[src/rtl/pob_pkg.sv]
package pob_pkg;
  localparam int SEG_W = 2;

  typedef enum logic [1:0] {
    SEG_ONE     = 2'd0,
    SEG_TWO     = 2'd1,
    SEG_FOUR    = 2'd2,
    SEG_FOUR_LR = 2'd3
  } seg_mode_e;

  typedef enum logic [1:0] {
    STEREO_OFF    = 2'd0,
    STEREO_PACKED = 2'd1,
    STEREO_ALT    = 2'd2,
    STEREO_RSVD   = 2'd3
  } stereo_e;

  typedef enum logic {
    PH_PIX = 1'b0,
    PH_GAP = 1'b1
  } phase_e;
endpackage

[src/rtl/pob_cfg_decode.sv]
module pob_cfg_decode
  import pob_pkg::*;
#(
  parameter int WIDTH_W = 12,
  parameter int OVL_W   = 4,
  parameter int MAX_OVL = 8
) (
  input  logic                 clk,
  input  logic                 rst,
  input  logic [WIDTH_W-1:0]   active_w,
  input  logic [1:0]           seg_mode,
  input  logic [OVL_W-1:0]     overlap,
  output logic [WIDTH_W:0]     line_len,
  output logic [WIDTH_W:0]     seg_len,
  output logic [SEG_W-1:0]     seg_last,
  output logic [OVL_W-1:0]     ovl_eff,
  output logic                 cfg_err
);
  localparam int LW = WIDTH_W + 1;
  localparam logic [OVL_W-1:0] OVL_CAP = OVL_W'(MAX_OVL);

  seg_mode_e          mode;
  logic [OVL_W-1:0]   ovl_clip;

  assign mode     = seg_mode_e'(seg_mode);
  assign ovl_clip = (overlap > OVL_CAP) ? OVL_CAP : overlap;

  always_comb begin
    line_len = (mode == SEG_FOUR_LR) ? {active_w, 1'b0} : {1'b0, active_w};
    cfg_err  = 1'b0;
    seg_len  = line_len;
    seg_last = '0;
    ovl_eff  = '0;
    unique case (mode)
      SEG_ONE: ;
      SEG_TWO: begin
        cfg_err = active_w[0];
        if (!cfg_err) begin
          seg_len  = LW'(active_w >> 1);
          seg_last = 2'd1;
          ovl_eff  = ovl_clip;
        end
      end
      SEG_FOUR: begin
        cfg_err = |active_w[1:0];
        if (!cfg_err) begin
          seg_len  = LW'(active_w >> 2);
          seg_last = 2'd3;
          ovl_eff  = ovl_clip;
        end
      end
      SEG_FOUR_LR: begin
        cfg_err = |active_w[1:0];
        if (!cfg_err) begin
          seg_len  = LW'(active_w >> 1);
          seg_last = 2'd3;
          ovl_eff  = ovl_clip;
        end
      end
    endcase
  end

  AST_SPLIT_QUARTER: assert property (@(posedge clk) disable iff (rst)
    (mode == SEG_FOUR_LR && !cfg_err) |-> ((LW+2)'(line_len) == {seg_len, 2'b00}));

  AST_FALLBACK_ONE: assert property (@(posedge clk) disable iff (rst)
    cfg_err |-> (seg_last == '0 && ovl_eff == '0));
endmodule

[src/rtl/pob_seg_track.sv]
module pob_seg_track
  import pob_pkg::*;
#(
  parameter int WIDTH_W = 12,
  parameter int OVL_W   = 4
) (
  input  logic               clk,
  input  logic               rst,
  input  logic               take,
  input  logic               take_eof,
  input  logic [WIDTH_W:0]   line_len,
  input  logic [WIDTH_W:0]   seg_len,
  input  logic [SEG_W-1:0]   seg_last,
  input  logic [OVL_W-1:0]   ovl_eff,
  output logic [SEG_W-1:0]   seg_idx,
  output logic               seg_dup,
  output logic               line_end
);
  localparam int LW = WIDTH_W + 1;

  logic [LW-1:0] pos_x;
  logic [LW-1:0] pos_off;

  assign line_end = (pos_x == line_len - 1'b1);
  assign seg_dup  = (ovl_eff != '0) && (seg_idx != seg_last) &&
                    (((LW+1)'(pos_off) + (LW+1)'(ovl_eff)) >= (LW+1)'(seg_len));

  always_ff @(posedge clk) begin
    if (rst) begin
      pos_x   <= '0;
      pos_off <= '0;
      seg_idx <= '0;
    end else if (take) begin
      if (take_eof || line_end) begin
        pos_x   <= '0;
        pos_off <= '0;
        seg_idx <= '0;
      end else begin
        pos_x <= pos_x + 1'b1;
        if (pos_off == seg_len - 1'b1) begin
          pos_off <= '0;
          seg_idx <= seg_idx + 1'b1;
        end else begin
          pos_off <= pos_off + 1'b1;
        end
      end
    end
  end

  AST_SEG_LIMIT: assert property (@(posedge clk) disable iff (rst)
    seg_idx <= seg_last);

  AST_OFF_LIMIT: assert property (@(posedge clk) disable iff (rst)
    pos_off < seg_len);
endmodule

[src/rtl/pixel_out_buffer.sv]
module pixel_out_buffer
  import pob_pkg::*;
#(
  parameter int CHAN_W  = 10,
  parameter int WIDTH_W = 12,
  parameter int REP_W   = 4,
  parameter int OVL_W   = 4,
  parameter int LINES_W = 8,
  parameter int MAX_OVL = 8
) (
  input  logic                  clk,
  input  logic                  rst,
  input  logic [WIDTH_W-1:0]    cfg_active_width,
  input  logic [REP_W-1:0]      cfg_repeat,
  input  logic [1:0]            cfg_seg_mode,
  input  logic [OVL_W-1:0]      cfg_overlap,
  input  logic [1:0]            cfg_stereo,
  input  logic [LINES_W-1:0]    cfg_gap_packed,
  input  logic [LINES_W-1:0]    cfg_gap_alt,
  input  logic [CHAN_W-1:0]     cfg_dummy_r,
  input  logic [CHAN_W-1:0]     cfg_dummy_g,
  input  logic [CHAN_W-1:0]     cfg_dummy_b,
  input  logic                  in_valid,
  output logic                  in_ready,
  input  logic [3*CHAN_W-1:0]   in_data,
  input  logic                  in_eof,
  output logic                  out_valid,
  input  logic                  out_ready,
  output logic [3*CHAN_W-1:0]   out_data,
  output logic [SEG_W-1:0]      out_seg,
  output logic                  out_overlap,
  output logic                  out_eol,
  output logic                  out_eof,
  output logic                  out_gap,
  output logic                  cfg_err
);
  localparam int LW = WIDTH_W + 1;

  logic [LW-1:0]      line_len;
  logic [LW-1:0]      seg_len;
  logic [SEG_W-1:0]   seg_last;
  logic [OVL_W-1:0]   ovl_eff;
  logic [SEG_W-1:0]   trk_seg;
  logic               trk_dup;
  logic               trk_end;

  phase_e             st;
  stereo_e            stereo;
  logic [REP_W-1:0]   rep_cnt;
  logic               second;
  logic               cur_dup;
  logic               cur_line_end;
  logic               cur_eof;
  logic               gap_armed;
  logic               eye;
  logic [WIDTH_W-1:0] gap_x;
  logic [LINES_W-1:0] gap_left;

  logic               last_rep;
  logic               final_beat;
  logic               advance;
  logic               hold_copy;
  logic               take;
  logic               stereo_on;
  logic [LINES_W-1:0] gap_sel;
  logic               first_final;
  logic               next_final;

  pob_cfg_decode #(.WIDTH_W(WIDTH_W), .OVL_W(OVL_W), .MAX_OVL(MAX_OVL)) u_dec (
    .clk      (clk),
    .rst      (rst),
    .active_w (cfg_active_width),
    .seg_mode (cfg_seg_mode),
    .overlap  (cfg_overlap),
    .line_len (line_len),
    .seg_len  (seg_len),
    .seg_last (seg_last),
    .ovl_eff  (ovl_eff),
    .cfg_err  (cfg_err)
  );

  pob_seg_track #(.WIDTH_W(WIDTH_W), .OVL_W(OVL_W)) u_trk (
    .clk      (clk),
    .rst      (rst),
    .take     (take),
    .take_eof (in_eof),
    .line_len (line_len),
    .seg_len  (seg_len),
    .seg_last (seg_last),
    .ovl_eff  (ovl_eff),
    .seg_idx  (trk_seg),
    .seg_dup  (trk_dup),
    .line_end (trk_end)
  );

  assign stereo      = stereo_e'(cfg_stereo);
  assign stereo_on   = (stereo == STEREO_PACKED) || (stereo == STEREO_ALT);
  assign gap_sel     = (stereo == STEREO_PACKED) ? cfg_gap_packed : cfg_gap_alt;
  assign last_rep    = (rep_cnt == cfg_repeat);
  assign final_beat  = out_gap || (last_rep && (!cur_dup || second));
  assign advance     = !out_valid || out_ready;
  assign hold_copy   = out_valid && !final_beat;
  assign in_ready    = advance && (st == PH_PIX) && !hold_copy && !gap_armed;
  assign take        = in_valid && in_ready;
  assign first_final = (cfg_repeat == '0) && !trk_dup;

  always_comb begin
    if (last_rep) next_final = (cfg_repeat == '0);
    else          next_final = ((rep_cnt + 1'b1) == cfg_repeat) && (!cur_dup || second);
  end

  always_ff @(posedge clk) begin
    if (rst) begin
      out_valid    <= 1'b0;
      out_data     <= '0;
      out_seg      <= '0;
      out_overlap  <= 1'b0;
      out_eol      <= 1'b0;
      out_eof      <= 1'b0;
      out_gap      <= 1'b0;
      st           <= PH_PIX;
      rep_cnt      <= '0;
      second       <= 1'b0;
      cur_dup      <= 1'b0;
      cur_line_end <= 1'b0;
      cur_eof      <= 1'b0;
      gap_armed    <= 1'b0;
      eye          <= 1'b0;
      gap_x        <= '0;
      gap_left     <= '0;
    end else if (advance) begin
      if (hold_copy) begin
        if (last_rep) begin
          rep_cnt <= '0;
          second  <= 1'b1;
          out_seg <= out_seg + 1'b1;
        end else begin
          rep_cnt <= rep_cnt + 1'b1;
        end
        out_eol <= cur_line_end && next_final;
        out_eof <= cur_eof && next_final;
      end else if (st == PH_GAP) begin
        out_valid   <= 1'b1;
        out_gap     <= 1'b1;
        out_data    <= {cfg_dummy_r, cfg_dummy_g, cfg_dummy_b};
        out_seg     <= '0;
        out_overlap <= 1'b0;
        out_eof     <= 1'b0;
        rep_cnt     <= '0;
        second      <= 1'b0;
        cur_dup     <= 1'b0;
        out_eol     <= (gap_x == cfg_active_width - 1'b1);
        if (gap_x == cfg_active_width - 1'b1) begin
          gap_x    <= '0;
          gap_left <= gap_left - 1'b1;
          if (gap_left == LINES_W'(1)) st <= PH_PIX;
        end else begin
          gap_x <= gap_x + 1'b1;
        end
      end else if (gap_armed) begin
        gap_armed <= 1'b0;
        st        <= PH_GAP;
        gap_x     <= '0;
        gap_left  <= gap_sel;
        out_valid <= 1'b0;
      end else if (take) begin
        out_valid    <= 1'b1;
        out_gap      <= 1'b0;
        out_data     <= in_data;
        out_seg      <= trk_seg;
        out_overlap  <= trk_dup;
        cur_dup      <= trk_dup;
        rep_cnt      <= '0;
        second       <= 1'b0;
        cur_line_end <= trk_end;
        cur_eof      <= in_eof;
        out_eol      <= trk_end && first_final;
        out_eof      <= in_eof && first_final;
        if (in_eof && stereo_on) begin
          eye <= ~eye;
          if (!eye && gap_sel != '0) gap_armed <= 1'b1;
        end
      end else begin
        out_valid <= 1'b0;
      end
    end
  end

  AST_OUT_HOLD: assert property (@(posedge clk) disable iff (rst)
    (out_valid && !out_ready) |=> (out_valid && $stable(out_data) && $stable(out_seg) &&
      $stable(out_overlap) && $stable(out_eol) && $stable(out_eof) && $stable(out_gap)));

  AST_GAP_STALL: assert property (@(posedge clk) disable iff (rst)
    (st == PH_GAP) |-> !in_ready);

  AST_GAP_FIELDS: assert property (@(posedge clk) disable iff (rst)
    (out_valid && out_gap) |-> (!out_overlap && out_seg == '0 && !out_eof));

  AST_ERR_SINGLE: assert property (@(posedge clk) disable iff (rst)
    (out_valid && cfg_err && !out_gap) |-> (out_seg == '0 && !out_overlap));

  AST_OVL_NEXT_SEG: assert property (@(posedge clk) disable iff (rst)
    (out_valid && out_ready && cur_dup && !second && last_rep) |=>
      (out_valid && out_overlap && out_seg == $past(out_seg) + 1'b1));

  AST_REP_BOUND: assert property (@(posedge clk) disable iff (rst)
    rep_cnt <= cfg_repeat);
endmodule

[config.mk]
export PLATFORM = sky130hd
export DESIGN_NAME = pixel_out_buffer
export DESIGN_NICKNAME = d
export VERILOG_FILES = /design/src/rtl/pob_pkg.sv /design/src/rtl/pob_cfg_decode.sv /design/src/rtl/pob_seg_track.sv /design/src/rtl/pixel_out_buffer.sv
export SDC_FILE = /design/constraint.sdc
export NUM_CORES = 1
export LEC_CHECK = 0
export BUFFER_PORTS_ARGS = -buffer_cell sky130_fd_sc_hd__buf_4
export CAP_MARGIN = 30
export CORE_MARGIN = 5
export CORE_UTILIZATION = 38
export DETAILED_ROUTE_END_ITERATION = 12
export GPL_TIMING_DRIVEN = 0
export PLACE_DENSITY = 0.7
export SYNTH_ARGS = -nofsm -noshare
export SYNTH_HDL_FRONTEND = slang
export SYNTH_SLANG_ARGS = --single-unit
[constraint.sdc]
create_clock -name clk -period 5.6 [get_ports clk]
set_clock_uncertainty 0.05 [all_clocks]
set_input_delay 0.84 -clock clk [delete_from_list [all_inputs] [get_ports clk]]
set_output_delay 0.84 -clock clk [all_outputs]
set_load 0.02 [all_outputs]
# Yosys cells after proc, flatten, opt, wreduce, memory -nomap -nowiden
# Cells that the tools add are included.
# word_totals
input_bits,105
memories,0
rom_bits,0
out_inout_bits,39
ramBits,0
latch_bits,0
reg_bits,95
elab_cells,166
# classes
mul,0
shifts,0
bitwise_logic,4
eq_ne,16
addsub,11
n_mux,67
n_reduce_logical,47
n_lt_le_gt_ge,2
div_mod_pow,0
# op_table
op,n
13-bit two-way mux,7
30-bit two-way mux,3
13-bit case mux with 3 select lines,1
12-bit two-way mux,3
4-bit two-way mux,8
8-bit two-way mux,4
1-bit two-way mux,30
13-bit by 1-bit adder with 13-bit output (second input constant),2
13-bit == test,2
13-bit by 1-bit subtractor with 13-bit output (second input constant),2
1-bit logical AND,16
2-bit two-way mux,8
13-bit by 4-bit adder with 14-bit output,1
14-bit by 13-bit >= comparator with 1-bit output,1
12-bit by 1-bit adder with 12-bit output (second input constant),1
12-bit == test,1
4-bit AND reduction,3
12-bit by 1-bit subtractor with 12-bit output (second input constant),1
3-bit AND reduction,3
4-bit == test,2
8-bit by 1-bit == test with 1-bit output (second input constant),1
4-bit case mux with 2 select lines,1
8-bit nonzero test,1
8-bit by 1-bit subtractor with 8-bit output (second input constant),1
22 further kinds,44

# Depth between registers and ports, before layout
# Gate-level depths: netlist (run 1).
# logic_depth
word_depth,14
depth_mapped,26
ltp_nobuf,24

# By module
# Synthesis (run 1) repeated with hierarchy kept, for this count alone.
# hier_totals
hier_cells,908
hier_area_um2,7318.3
# by_module_without_submodules
mod,instances,cells_per_inst,area_per_inst_um2,seq_area_each_um2
pixel_out_buffer,1,469,3912.5,1341.3
pob_seg_track,1,356,2750.1,560.5
pob_cfg_decode,1,83,655.6,0.0

# Worst setup path after synthesis (run 1)
# OpenSTA, ideal clock, no wires.
# synth_timing
kind,input to register
from,input port cfg_active_width[0]
to,register out_eol
required_time_ns,5.435
setup_slack_ns,0.750
setup_ns,0.115
path_buffers,2
arrival_time_ns,4.686
stages,26
path_cell_list,buf_4 inv_1 ha_1 clkbuf_1 and2_1 a21oi_1 nor2_1 nand2_1 inv_1 ha_1 a21o_1 a21oi_1 nor2b_1 o2111a_1 and2_1 nand2_1 xnor2_1 ha_1 o21a_1 o21ai_0 a21oi_1 a21oi_1 o21ai_0 a31oi_1 a21oi_1 a2111oi_0
# synth_via
elab_chain_cells,13
word_cells_on_any_way,29
cone_classes,3 x add/sub; 1 x order compare; 3 x eq/ne; 15 x mux; 7 x reduce/logical
# synth_lines
element,line,source
start: declaration,pixel_out_buffer.sv:13,"input logic [WIDTH_W-1:0] cfg_active_width,"
2-bit OR reduction,"pob_cfg_decode.sv:45, pob_cfg_decode.sv:53",
4-bit two-way mux / 2-bit two-way mux (equally long branches),"pob_cfg_decode.sv:46, pob_cfg_decode.sv:54",
4-bit case mux with 2 select lines / 2-bit case mux with 2 select lines (equally long branches),pob_cfg_decode.sv:34,unique case (mode)
"13-bit by 4-bit adder with 14-bit output, or another cell as far along",pob_seg_track.sv:26,(((LW+1)'(pos_off) + (LW+1)'(ovl_eff)) >= (LW+1)'(seg_len));
14-bit by 13-bit >= comparator with 1-bit output / 1-bit logical AND (equally long branches),"pob_seg_track.sv:26, pob_seg_track.sv:25",
1-bit logical AND,pob_seg_track.sv:25,assign seg_dup = (ovl_eff != '0) && (seg_idx != seg_last) &&
1-bit logical NOT,pixel_out_buffer.sv:105,assign first_final = (cfg_repeat == '0) && !trk_dup;
1-bit logical AND,pixel_out_buffer.sv:105,
1-bit logical AND,pixel_out_buffer.sv:177,out_eol <= trk_end && first_final;
1-bit two-way mux,pixel_out_buffer.sv:166,end else if (take) begin
1-bit two-way mux,pixel_out_buffer.sv:160,end else if (gap_armed) begin
1-bit two-way mux *,pixel_out_buffer.sv:142,end else if (st == PH_GAP) begin
1-bit two-way mux *,pixel_out_buffer.sv:132,if (hold_copy) begin
end signal: assignment,pixel_out_buffer.sv:140,out_eol <= cur_line_end && next_final;
end signal: assignment,pixel_out_buffer.sv:152,out_eol <= (gap_x == cfg_active_width - 1'b1);
end signal: assignment,pixel_out_buffer.sv:177,
end: declaration,pixel_out_buffer.sv:32,"output logic out_eol,"
# Every way passes the cells marked *; elsewhere a longest branch is shown, timed or not. The select of a mux whose other input is x is not followed.
# A chain may end at the register's enable or synchronous reset.

# Final worst setup path (run 1)
# Same ends and word-level chain as after synthesis.

==> impl_metrics.csv, run 1 <==
group,metric,value,unit
clock_tree,clk_pin_slew_worst_paths,0.07,ns
route,drt-initial-drc-count,623,
finish,layoutNonFillerInstCount,1284,
sta,fin_tns_setup,0,ns
yosys,synth.area.top_cells,"dfxtp_1, xor2_1, nor2_1",
clock_tree,cts_buffer_depth,2,
yosys,syn_area_per_cell,7.94,µm²
setup_path,crit_type,"in -> reg",
floorplan,boundaryPins,144,
sta,hold_viol_final,0,
placed_design,dp_cells,1268,
clock_tree,cts_setup_buffers,0,
route,drc_errors,0,
setup_path,required,5.78,ns
yosys,synth_top_area_share,26.7,%
clock_tree,cts_resized,0,
power_and_ir_drop,totalPowerFinal,2.16,mW
route,final_antenna_net_count,0,
sta,slew_violations,0,
yosys,async_flop_share,0,%
finish,antenna_cells,0,
setup_path,worstPathMaxFanout,10,
grt,grt_antenna_before_repair,0,
clock_tree,clkSinkCount,95,
route,drt_first_pass_iters,6,
clock_tree,hold_buffers,0,
floorplan,die_w,147,µm
finish,finalCoreUtilization,47.0,%
finish,area_growth,22.4,%
yosys,postSynthCellCount,898,
setup_path,crit_path_end_kind,"register",
clock_tree,root_buffer,"clkbuf_16",
power_and_ir_drop,p_per_area,247,nW/µm²
run,cap_violations,0,
yosys,synth_top_cell_by_area,"dfxtp_1",
finish,drive_above_1_share,19.1,%
setup_path,start_kind,"input port",
clock_tree,htree_levels,3,
sta,period_needed,5.24,ns
setup_path,arrival,5.42,ns
grt,grt_pass1_wl,34900,µm
grt,grt_overflow_total,0,
placed_design,io_buffers,135,
sta,max_freq,0.191,GHz
floorplan,die_h,147,µm
clock_tree,cts_tree,"done",
route,via_per_inst,5.74,
yosys,synth_flop_cell,"dfxtp_1",
finish,nNetsFinal,1178,
grt,grt_use_total,19.5,%
placed_design,hpwl,16900,µm
grt,grt_pass1_vias,7040,
clock_tree,clkLatencyLatePin,0.35,ns
worst_hold_path,hold_path.class,"reg -> reg",
route,vias,7364,
floorplan,dieArea,21600,µm²
floorplan,coreArea,18600,µm²
yosys,yosys.cell_types.count,85,
power_and_ir_drop,ir_drop,0.000164,V
sta,setup_viol,0,
floorplan,start_util,38.4,%
sta,finalCritPeriodShare,93.6,%
yosys,synth_edf_count,0,
placed_design,gp_congestion,0.916,
sta,relSlewSlack,50.9,%
run_status,outcome,"finished clean",
yosys,syn-cell-area,7130,µm²
power_and_ir_drop,p_leak,3.63,nW
route,wl_per_cell,16.9,µm
yosys,syn_nets,1031,
floorplan,num_rows,50,
yosys,ys_ff_latch,95,
route,routed_wl,21700,µm
clock_tree,cts_made_buffers,9,
grt,grt_max_degree,18,
yosys,synth-warning-count,0,
sta,worst_pin_slew,0.732,ns
yosys,seq_area_frac_synth,26.7,%
sta,rsz0062_at_grt,"false",
path summary, 6_finish.rpt:
| kind | start | endpoint | slack (ns) | cells after the start |
|---|---|---|---|---|
| setup / recovery | cfg_active_width[0] | out_eol$_SDFFE_PP0P_ | 0.36 | 27 |
| hold / removal | gap_left[1]$_SDFFE_PP0P_ | gap_left[1]$_SDFFE_PP0P_ | 0.40 | 2 |
| setup reg to reg | u_trk.pos_off[1]$_SDFFE_PP0P_ | out_eol$_SDFFE_PP0P_ | 1.89 | 17 |
| hold reg to reg | gap_left[1]$_SDFFE_PP0P_ | gap_left[1]$_SDFFE_PP0P_ | 0.40 | 2 |
critical path, cell delays in order:
cell	delay, ns
buf_4	0.11
buf_4	0.19
inv_1	0.11
ha_1	0.23
clkbuf_2	0.22
and2_1	0.23
a21oi_2	0.20
nor2_1	0.09
nand2_1	0.12
inv_1	0.05
ha_1	0.26
a21o_1	0.18
a21oi_1	0.21
nor2b_1	0.09
o2111a_1	0.26
and2_1	0.19
nand2_1	0.09
xnor2_1	0.13
ha_1	0.25
o21a_1	0.17
o21ai_0	0.14
a21oi_1	0.07
a21oi_1	0.13
o21ai_0	0.15
a31oi_1	0.28
a21oi_1	0.13
a2111oi_0	0.33
layout by cell type, fill, tap and decap left out, drive strengths merged, types with 7 or more instances in the layout:
cell    count
a21oi      49
ha         27
nand2      63
or3        10
xnor2      48
inv        38
o21ai      26
nand3b      8
o22ai       7
mux2       12
a31oi      11
a21o       11
nor4       15
a211oi      8
nand2b     11
and2        7
a222oi     29
nor2      117
dfxtp      95
and3       14
buf       152
a211o       7
mux2i      17
nand3      25
nand4      17
clkbuf     55
xor2       52
nor3       21
flip-flops by register name, summed over array words and instances, names as in the netlist:
| register | count |
|---|---|
| cur_dup | 1 |
| cur_eof | 1 |
| cur_line_end | 1 |
| eye | 1 |
| gap_armed | 1 |
| gap_left | 8 |
| gap_x | 12 |
| out_data | 30 |
| out_eof | 1 |
| out_eol | 1 |
| out_gap | 1 |
| out_seg | 2 |
| out_valid | 1 |
| rep_cnt | 4 |
| second | 1 |
| st | 1 |
| u_trk.pos_off | 13 |
| u_trk.pos_x | 13 |
| u_trk.seg_idx | 2 |
through the flow:
step / setup slack [ns] / hold WS (ns) / instance area [µm²]
final: 0.361 / 0.403 / 8730
after global routing: 0.00573 / 0.449 / 8730
after CTS: 0.0840 / 0.404 / 8720
after detailed placement: -0.277 / 0.395 / 8440
after global placement: -0.170 / 0.393 / 8440
after floorplan: 0.750 / 0.382 / 7130
synth_stat cells (14+ instances only):
library cell / number
xor2_1: 52
nor4_1: 14
nand4_1: 16
clkbuf_1: 45
nor3_1: 21
xnor2_1: 48
nand2_1: 63
a21oi_1: 48
mux2i_1: 17
nor2_1: 113
dfxtp_1: 95
a222oi_1: 29
o21ai_0: 22
inv_1: 34
ha_1: 27
nand3_1: 24
and3_1: 14
routing by layer:
metal,vias up,track usage (%),share of wire (%)
met5,-,0,0
met4,0,7.60,2.3
met3,38,4.75,8.1
met2,325,31.6,45
met1,3407,25.0,44
li1,3594,-,-
where the power goes:
group / leakage [nW] / switching [mW] / internal (mW)
clock network: 0.134 / 0.279 / 0.309
registers: 0.773 / 0.0572 / 0.741
logic: 2.72 / 0.454 / 0.317
total: 3.63 / 0.790 / 1.37
layout make-up:
cell class,instances,area [µm²]
inverter,36,135
sequential,95,1900
clock buffer,10,229
clock inverter,6,51.3
timing repair buffer,136,1020
multi-input combinational,706,4830
tap,234,293
buffer,61,273
fill,1831,9850
kinds of logic after synthesis:
kind of cell             count (synthesis)  share of synthesized area, %
adder cells (fa/ha/maj)                 28                          5.02
AO/OA/AOI/OAI                          210                          21.9
XOR/XNOR                               100                          12.3
AND/OR/NAND/NOR                        339                          24.1
flip-flops                              95                          26.7
buffers and inverters                   97                          5.70
multiplexers                            29                          4.28
No activity file was read; power rests on OpenSTA's default activity.
==> inputs of run 2 (changes only) <==
--- a/config.mk
+++ b/config.mk
@@ -7,6 +7,7 @@
 export LEC_CHECK = 0
 export BUFFER_PORTS_ARGS = -buffer_cell sky130_fd_sc_hd__buf_4
 export CAP_MARGIN = 30
+export CORE_ASPECT_RATIO = 0.5
 export CORE_MARGIN = 5
 export CORE_UTILIZATION = 38
 export DETAILED_ROUTE_END_ITERATION = 12
==> run 2 against run 1 <==
Worst setup slack worse by 0.035 ns. Register-to-register slack worse by 0.04 ns. Non-clock buffer count stayed put. Sequential power hardly changed. Utilization is 0.56 points higher. First-iteration DRC count is 24% higher. Wire length is 3.5% higher. Largest power group unchanged.
==> impl_metrics.csv, run 2 (synthesis gave the netlist of run 1 again) <==
group,metric,value,unit
run_status,outcome,"finished clean",
clock_tree,htree_levels,3,
sta,worst_pin_slew,0.794,ns
route,met3_length,1690,µm
floorplan,die_w,204,µm
sta,setup_viol,0,
finish,design_area,8740,µm²
power_and_ir_drop,totalPowerFinal,2.16,mW
finish,top_regs,"out_data: 30 flops, u_trk.pos_off: 13 flops, u_trk.pos_x: 13 flops",
worst_hold_path,hold_path.class,"reg -> reg",
floorplan,boundaryPins,144,
finish,largest_reg_flops,30,
setup_path,slowest_stage,"a2111oi_1",
setup_path,worstPathMaxFanout,10,
setup_path,crit_path_max_incr_delay,0.36,ns
placed_design,io_buffers,135,
route,wl_per_cell,17.5,µm
clock_tree,clkLatencyLatePin,0.35,ns
finish,most-common-layout-cells,"buf_4, nor2_1, dfxtp_1, nand2_1, xor2_1",
worst_hold_path,min-delay-start,"gap_left[1]$_SDFFE_PP0P_",
setup_path,required,5.77,ns
placed_design,hpwl,17700,µm
finish,layoutNonFillerInstCount,1290,
route,final_antenna_net_count,0,
route,drt_first_pass_iters,10,
grt,grt_overflow_total,0,
setup_path,arrival,5.44,ns
clock_tree,cts_setup_buffers,0,
sta,max_freq,0.190,GHz
placed_design,place_ws,-0.415,ns
route,wl_met1,10600,µm
sta,finalWorstSetupSlack,0.326,ns
clock_tree,cts_tree,"done",
sta,slew_violations,0,
grt,grt_pass1_wl,36000,µm
placed_design,gp_congestion,0.897,
power_and_ir_drop,p_leak,3.63,nW
grt,grt_pass1_vias,7127,
setup_path,r2r_slack,1.85,ns
grt,grt_antenna_before_repair,0,
setup_path,start_kind,"input port",
sta,finalCritPeriodShare,94.2,%
finish,antenna_cells,0,
setup_path,r2r_end,"out_eol$_SDFFE_PP0P_",
placed_design,placed_area,8450,µm²
clock_tree,cts_buffer_depth,2,
finish,finalCoreUtilization,47.5,%
route,dr_wl_met2,9960,µm
route,via_per_inst,5.68,
clock_tree,clk_pin_slew_worst_paths,0.07,ns
route,drc_errors,0,
power_and_ir_drop,ir_drop,0.000189,V
grt,grt_max_degree,18,
route,routed_wl,22500,µm
route,top_layer_used,"met4",
worst_hold_path,hold_depth,2,
clock_tree,cts_made_buffers,9,
clock_tree,root_buffer,"clkbuf_16",
route,drt-initial-drc-count,770,
floorplan,coreArea,18400,µm²
grt,grt_use_total,20.0,%
worst_hold_path,whs_endpoint,"gap_left[1]$_SDFFE_PP0P_",
finish,top_register,"out_data",
setup_path,crit_type,"in -> reg",
floorplan,start_util,38.8,%
setup_path,crit_buf_inv,5,
setup_path,r2r-start,"u_trk.pos_off[0]$_SDFFE_PP0P_",
run,cap_violations,0,
sta,fin_hold_ws,0.411,ns
sta,fin_tns_setup,0,ns
sta,hold_viol_final,0,
finish,nNetsFinal,1178,
sta,relSlewSlack,46.9,%
setup_path,crit_path_end_kind,"register",
clock_tree,hold_buffers,0,
route,vias,7321,
clock_tree,clkSinkCount,95,
placed_design,dp_cells,1274,
floorplan,num_rows,35,
finish,area_growth,22.6,%
finish,drive_above_1_share,19.3,%
setup_path,rr_worst_depth,18,
setup_path,cp_top_family,"compound AO/OA/AOI/OAI gates",
floorplan,die_h,107,µm
sta,period_needed,5.27,ns
power_and_ir_drop,p_per_area,248,nW/µm²
finish,layout_commonest_cell,"buf_4",
floorplan,dieArea,21800,µm²
[run 2: changes by cell type in the layout (fill, tap and decap cells not counted)]
cell       delta
inv_6         -2
a2111oi_0     -1
a2111oi_1     +1
a21oi_1       -1
a21oi_2       +1
and2_1        -1
and2_2        +1
clkbuf_2      -1
clkbuf_4      +1
clkinv_2      +1
inv_8         +1
[run 2: tightest hold or removal path, stage by stage, from the launching register on]
cell,delay (ns)
dfxtp_1,0.31
nand2_1,0.06
a21oi_1,0.05
[run 2: layer usage]
metal  vias up  global-route usage [%]
met5         -                       0
met4         0                    4.14
met3        25                    4.77
met2       253                    32.4
met1      3461                    27.4
li1       3582                       -
[run 2: how the worst max path moves through the flow]
stage,startpoint,to,slack [ns],depth (start not counted)
6_report,cfg_active_width[0],out_eol$_SDFFE_PP0P_,0.33,27
3_3_place_gp,cfg_active_width[0],out_eol$_SDFFE_PP0P_,-0.15,27
5_1_grt,cfg_active_width[0],out_eol$_SDFFE_PP0P_,-0.03,27
2_1_floorplan,cfg_active_width[0],out_eol$_SDFFE_PP0P_,0.75,26
3_5_place_dp,cfg_active_width[0],out_eol$_SDFFE_PP0P_,-0.42,27
4_1_cts,cfg_active_width[0],out_eol$_SDFFE_PP0P_,0.05,27
[run 2: area by class of cell]
type	instances	area [µm²]
inverter	36	135
fill	1816	9650
multi-input combinational	706	4830
timing repair buffer	136	1020
clock buffer	10	229
tap	240	300
buffer	61	275
clock inverter	6	50.0
sequential	95	1900
[run 2: report_power, final]
group / internal [mW] / switching (mW) / total (mW) / leakage, nW
logic: 0.318 / 0.462 / 0.780 / 2.73
registers: 0.741 / 0.0540 / 0.795 / 0.773
clock network: 0.308 / 0.282 / 0.590 / 0.135
[run 2: what timing repair did]
action,4_1_cts,5_1_grt
hold endpoints to repair,0,0
setup endpoints to repair,1,3
gates resized for setup,1,7
pin swaps,0,1
